$ cat src/rtl/mdm_pkg.sv
package mdm_pkg;
  localparam int NLINES = 4;
  localparam int IDX_CTS = 0;
  localparam int IDX_DSR = 1;
  localparam int IDX_RI  = 2;
  localparam int IDX_DCD = 3;

  typedef struct packed {
    logic loop;
    logic irq_en;
    logic out1;
    logic rts;
    logic dtr;
  } mctl_t;

  localparam int CTL_W = $bits(mctl_t);
  localparam int STS_W = 2 * NLINES;
endpackage

$ cat src/rtl/modem_sync.sv
module modem_sync #(
  parameter int W      = 4,
  parameter int STAGES = 2
) (
  input  logic         clk,
  input  logic         rst_n,
  input  logic [W-1:0] din,
  output logic [W-1:0] dout
);
  logic [W-1:0] q [STAGES];

  always_ff @(posedge clk) begin
    if (!rst_n) begin
      for (int k = 0; k < STAGES; k++) q[k] <= '0;
    end else begin
      q[0] <= din;
      for (int k = 1; k < STAGES; k++) q[k] <= q[k-1];
    end
  end

  assign dout = q[STAGES-1];
endmodule

$ cat src/rtl/modem_delta.sv
module modem_delta #(
  parameter int W      = 4,
  parameter int RI_IDX = 2
) (
  input  logic         clk,
  input  logic         rst_n,
  input  logic [W-1:0] lvl,
  input  logic         clr,
  output logic [W-1:0] flags,
  output logic         quiet
);
  logic [W-1:0] prev;
  logic [W-1:0] hit;

  generate
    for (genvar i = 0; i < W; i++) begin : g_edge
      if (i == RI_IDX) begin : g_trail
        assign hit[i] = prev[i] & ~lvl[i];
      end else begin : g_any
        assign hit[i] = prev[i] ^ lvl[i];
      end
    end
  endgenerate

  assign quiet = (hit == '0);

  always_ff @(posedge clk) begin
    if (!rst_n) begin
      prev  <= '0;
      flags <= '0;
    end else begin
      prev  <= lvl;
      flags <= (flags & {W{~clr}}) | hit;
    end
  end

  // without a read no flag drops
  a_r7_sticky: assert property (@(posedge clk) disable iff (!rst_n)
    !clr |=> ((flags & $past(flags)) == $past(flags)));

  // a high ring level cannot raise the ring flag
  a_r6_ri_rise_quiet: assert property (@(posedge clk) disable iff (!rst_n)
    (!flags[RI_IDX] && lvl[RI_IDX]) |=> !flags[RI_IDX]);

  // a level change is always flagged on the next edge
  a_r5_cts_change: assert property (@(posedge clk) disable iff (!rst_n)
    (lvl[0] != prev[0]) |=> flags[0]);
endmodule

$ cat src/rtl/modem_ctl_status.sv
module modem_ctl_status
  import mdm_pkg::*;
#(
  parameter int SYNC_STAGES = 2
) (
  input  logic             clk,
  input  logic             rst_n,
  input  logic             ctl_we,
  input  logic [CTL_W-1:0] ctl_wdata,
  output logic [CTL_W-1:0] ctl_q,
  input  logic             sts_re,
  output logic [STS_W-1:0] sts_q,
  input  logic             cts_in,
  input  logic             dsr_in,
  input  logic             ri_in,
  input  logic             dcd_in,
  output logic             dtr_out,
  output logic             rts_out,
  output logic             out1_out,
  output logic             irq_en_out,
  output logic             msi_req
);
  mctl_t              ctl;
  logic [NLINES-1:0]  ext_raw, ext_syn, loop_lvl, lvl, flags;
  logic               quiet;

  always_ff @(posedge clk) begin
    if (!rst_n) ctl <= '0;
    else if (ctl_we) ctl <= mctl_t'(ctl_wdata);
  end

  assign ext_raw[IDX_CTS] = cts_in;
  assign ext_raw[IDX_DSR] = dsr_in;
  assign ext_raw[IDX_RI]  = ri_in;
  assign ext_raw[IDX_DCD] = dcd_in;

  modem_sync #(.W(NLINES), .STAGES(SYNC_STAGES)) u_sync (
    .clk(clk), .rst_n(rst_n), .din(ext_raw), .dout(ext_syn));

  assign loop_lvl[IDX_CTS] = ctl.rts;
  assign loop_lvl[IDX_DSR] = ctl.dtr;
  assign loop_lvl[IDX_RI]  = ctl.out1;
  assign loop_lvl[IDX_DCD] = ctl.irq_en;
  assign lvl = ctl.loop ? loop_lvl : ext_syn;

  modem_delta #(.W(NLINES), .RI_IDX(IDX_RI)) u_delta (
    .clk(clk), .rst_n(rst_n), .lvl(lvl), .clr(sts_re),
    .flags(flags), .quiet(quiet));

  assign ctl_q      = ctl;
  assign sts_q      = {lvl, flags};
  assign dtr_out    = ctl.dtr & ~ctl.loop;
  assign rts_out    = ctl.rts & ~ctl.loop;
  assign out1_out   = ctl.out1;
  assign irq_en_out = ctl.irq_en;
  assign msi_req    = |flags;

  // writing loopback silences the handshake pins next cycle
  a_r2_loop_pins: assert property (@(posedge clk) disable iff (!rst_n)
    (ctl_we && ctl_wdata[CTL_W-1]) |=> (!dtr_out && !rts_out));

  // a read with no new change drops the request
  a_r9_req_clears: assert property (@(posedge clk) disable iff (!rst_n)
    (sts_re && quiet) |=> !msi_req);
endmodule

$ cat config.mk
export PLATFORM = sky130hd
export DESIGN_NAME = modem_ctl_status
export DESIGN_NICKNAME = d
export VERILOG_FILES = /design/src/rtl/mdm_pkg.sv /design/src/rtl/modem_sync.sv /design/src/rtl/modem_delta.sv /design/src/rtl/modem_ctl_status.sv
export SDC_FILE = /design/constraint.sdc
export NUM_CORES = 1
export LEC_CHECK = 0
export BUFFER_PORTS_ARGS = -buffer_cell sky130_fd_sc_hd__buf_4
export CORE_UTILIZATION = 49
export CTS_CLUSTER_SIZE = 20
export DETAILED_ROUTE_END_ITERATION = 12
export GPL_TIMING_DRIVEN = 0
export PLACE_DENSITY_LB_ADDON = 0.1
export SYNTH_ARGS = -nofsm -noshare
export SYNTH_HDL_FRONTEND = slang
export SYNTH_SLANG_ARGS = --single-unit
$ cat constraint.sdc
create_clock -name clk -period 1.9 [get_ports clk]
set_clock_uncertainty 0.1 [all_clocks]
set_input_delay 0.57 -clock clk [delete_from_list [all_inputs] [get_ports clk]]
set_output_delay 0.57 -clock clk [all_outputs]
set_load 0.02 [all_outputs]
==> out/metrics.yaml <==
instances_no_fill: 128
numPortBuffers: 29
synth.top_cells.by_count: "21 x dfxtp_1, 8 x and2_1, 8 x nor2b_1, 6 x mux2i_1, 5 x and2b_2"
hold_buffers: 0
antenna_found_initial: 0
cp.depth: 2
syn_to_final_growth_pct: 49.9
clock_sinks: 21
ys_types: 16
vias_per_cell: 4.66
ff2ff_path_depth: 6
rsz0062_at_grt: "true"
synth_flop_cell: "dfxtp_1"
min_to: "u_sync.q[0][5]"
cp.arrival_ns: 1.31
setup.worst_path.start_class: "register"
slew_headroom: 0.760
cp_slowest_cell: "or4_4"
worstPathRequired_ns: 1.23
cp_max_fo: 3
final_core_util: 0.796
setup_slack_ns: -0.0825
drv_cap: 0
hold_path_depth: 1
grt_util_all_layers: 0.200
overflow: 0
drive_above_1_share: 0.536
post-route-min-period_ns: 1.98
yosys.area.top_type: "dfxtp_1"
cts_tree: "done"
start_util: 0.531
r2r-end: "u_delta.flags[1]"
cp_top_family: "simple AND/OR/NAND/NOR gates"
synth_top_area_share: 0.526
synth_area_um2: 800
path_buf_inv: 1
vias: 596
final_nets: 126
totalWireLength_um: 1510
reg2reg_setup_slack_ns: 0.49
finalCritPeriodShare: 1.04
placementRows: 14
firstDrtPassIters: 3
clkLatencyLatePin_ns: 0.30
powerDensity_mw_per_mm2: 732
seq_area_frac_synth: 0.526
tightest_slew_ns: 0.361
grt_max_degree: 13
final_antenna_net_count: 0
crit_chain: "or4_4, buf_6"
drc: 0
violations: "setup timing"
peakVddDrop_mv: 0.572
asyncSetResetFlopFracSynth: 0
min_from: "u_sync.q[0][1]"
synth_area_leaders: "dfxtp_1 53%, mux2i_1 7.5%, and2_1 6.3%, nor2b_1 6.3%, and2b_2 5.5%"
synth-edff-count: 0
slowest_delay_ns: 0.53
leakage_uw: 0.000572
fmax_mhz: 504
ios: 31
dieArea_mm2: 0.00180
syn_inst: 72
place_area_mm2: 0.00104
die_h_um: 42.4
synthesis.nets: 85
slew_viol_final: 0
die_w_um: 42.4
ys_warn_count: 0
crit_path_end_kind: "output pin"
grt_pass1_vias: 589
gp_congestion: 0.727
cts_buffers: 3
h-tree-depth: 1
clk_pin_slew_ns: 0.11
status: "finished with violations"
clockBufferDepth: 2
drt_first_iter_violations: 5
core-area_mm2: 0.00151
numPlacedInstances: 117
final_cell_area_mm2: 0.00120
wl_per_cell_um: 11.8
dp_hpwl_um: 1040
root_buffer: "clkbuf_4"
post-place-ws_ns: 0.231
crit_type: "register to output pin"
hold_class: "register to register"
ys_ff_latch: 21
antennaDiodeCount: 0
yosysMostFrequentCell: "dfxtp_1"
avgSynthCellArea_um2: 11.1
timing_hold_violations_final: 0
grt_first_pass_wirelength_um: 2590
rr_startpoint: "ctl_q[4]"
setup_violations: 4
==> area by class of cell <==
type | count | area (µm²)
Clock inverter | 1 | 5.00
Clock buffer | 3 | 22.5
Timing Repair Buffer | 36 | 297
Inverter | 4 | 15.0
Multi-Input combinational cell | 41 | 368
Buffer | 6 | 47.5
Tap cell | 16 | 20.0
Sequential cell | 21 | 424
Fill cell | 96 | 308
==> how the worst max path moves through the flow <==
| stage | from | to |
|---|---|---|
| global route | u_delta.flags[2] | msi_req |
| finish | u_delta.flags[2] | msi_req |
| global placement | ctl_q[4] | sts_q[6] |
| floorplan | u_delta.flags[1] | msi_req |
| CTS | u_delta.flags[1] | msi_req |
| detailed placement | ctl_q[4] | sts_q[6] |
==> stage by stage <==
stage	TNS, ns	hold WS (ns)	power [µW]
6_report	-0.113	0.348	878
5_1_grt	-0.417	0.356	924
4_1_cts	-0.199	0.354	877
3_5_place_dp	0	0.327	640
3_3_place_gp	0	0.315	636
2_1_floorplan	0	0.312	574
==> layer usage <==
layer / track usage / vias to the layer above / routed length (µm)
li1: - / 304 / -
met1: 0.239 / 270 / 612
met2: 0.342 / 18 / 814
met3: 0.0259 / 4 / 53
met4: 0.113 / 0 / 31
met5: 0 / - / 0
==> repair_timing <==
action | in CTS | in global routing
setup buffers | 6 | 1
setup endpoints to repair | 5 | 7
resized for setup | 14 | 7
gates cloned | 0 | 0
pin swaps | 0 | 1
==> power breakdown <==
group          internal (µW)  leakage [µW]  switching [µW]
Sequential               463      0.000174            16.1
Combinational            109      0.000380            80.6
Clock                   78.5     0.0000177             130
Total                    651      0.000572             227
==> worst register-to-register path: stages, from the launching register on <==
cell and delay (ns):
dfxtp_2 0.37, buf_12 0.14, mux2i_4 0.25, buf_4 0.13, buf_4 0.10, xor2_1 0.14, a21boi_1 0.07
==> flip-flops by register name, summed over array words and instances (netlist names) <==
| signal | cells |
|---|---|
| ctl_q | 3 |
| u_delta.prev | 4 |
| u_delta.flags | 4 |
| u_sync.q | 8 |
| out1_out | 1 |
| irq_en_out | 1 |
==> cells by family (layout without fill, tap and decap cells) <==
group,after synthesis,count (layout),share of synthesized area
AO/OA/AOI/OAI,4,4,0.0344
XOR/XNOR,3,3,0.0329
buffers and inverters,10,50,0.0673
flip-flops,21,21,0.526
multiplexers,9,9,0.127
AND/OR/NAND/NOR,25,25,0.213
==> cell usage in the layout (no fill, tap or decap), types with 2 or more instances in the layout <==
master    count
and2_1        8
buf_6         7
nor2b_1       8
dfxtp_2       3
nand2b_1      3
mux2i_1       5
clkbuf_4      3
inv_2         3
clkbuf_1      2
and2b_2       5
a21boi_1      3
buf_4        31
mux2i_4       4
xor2_1        3
dfxtp_1      18
(Power assumes the default switching activity.)
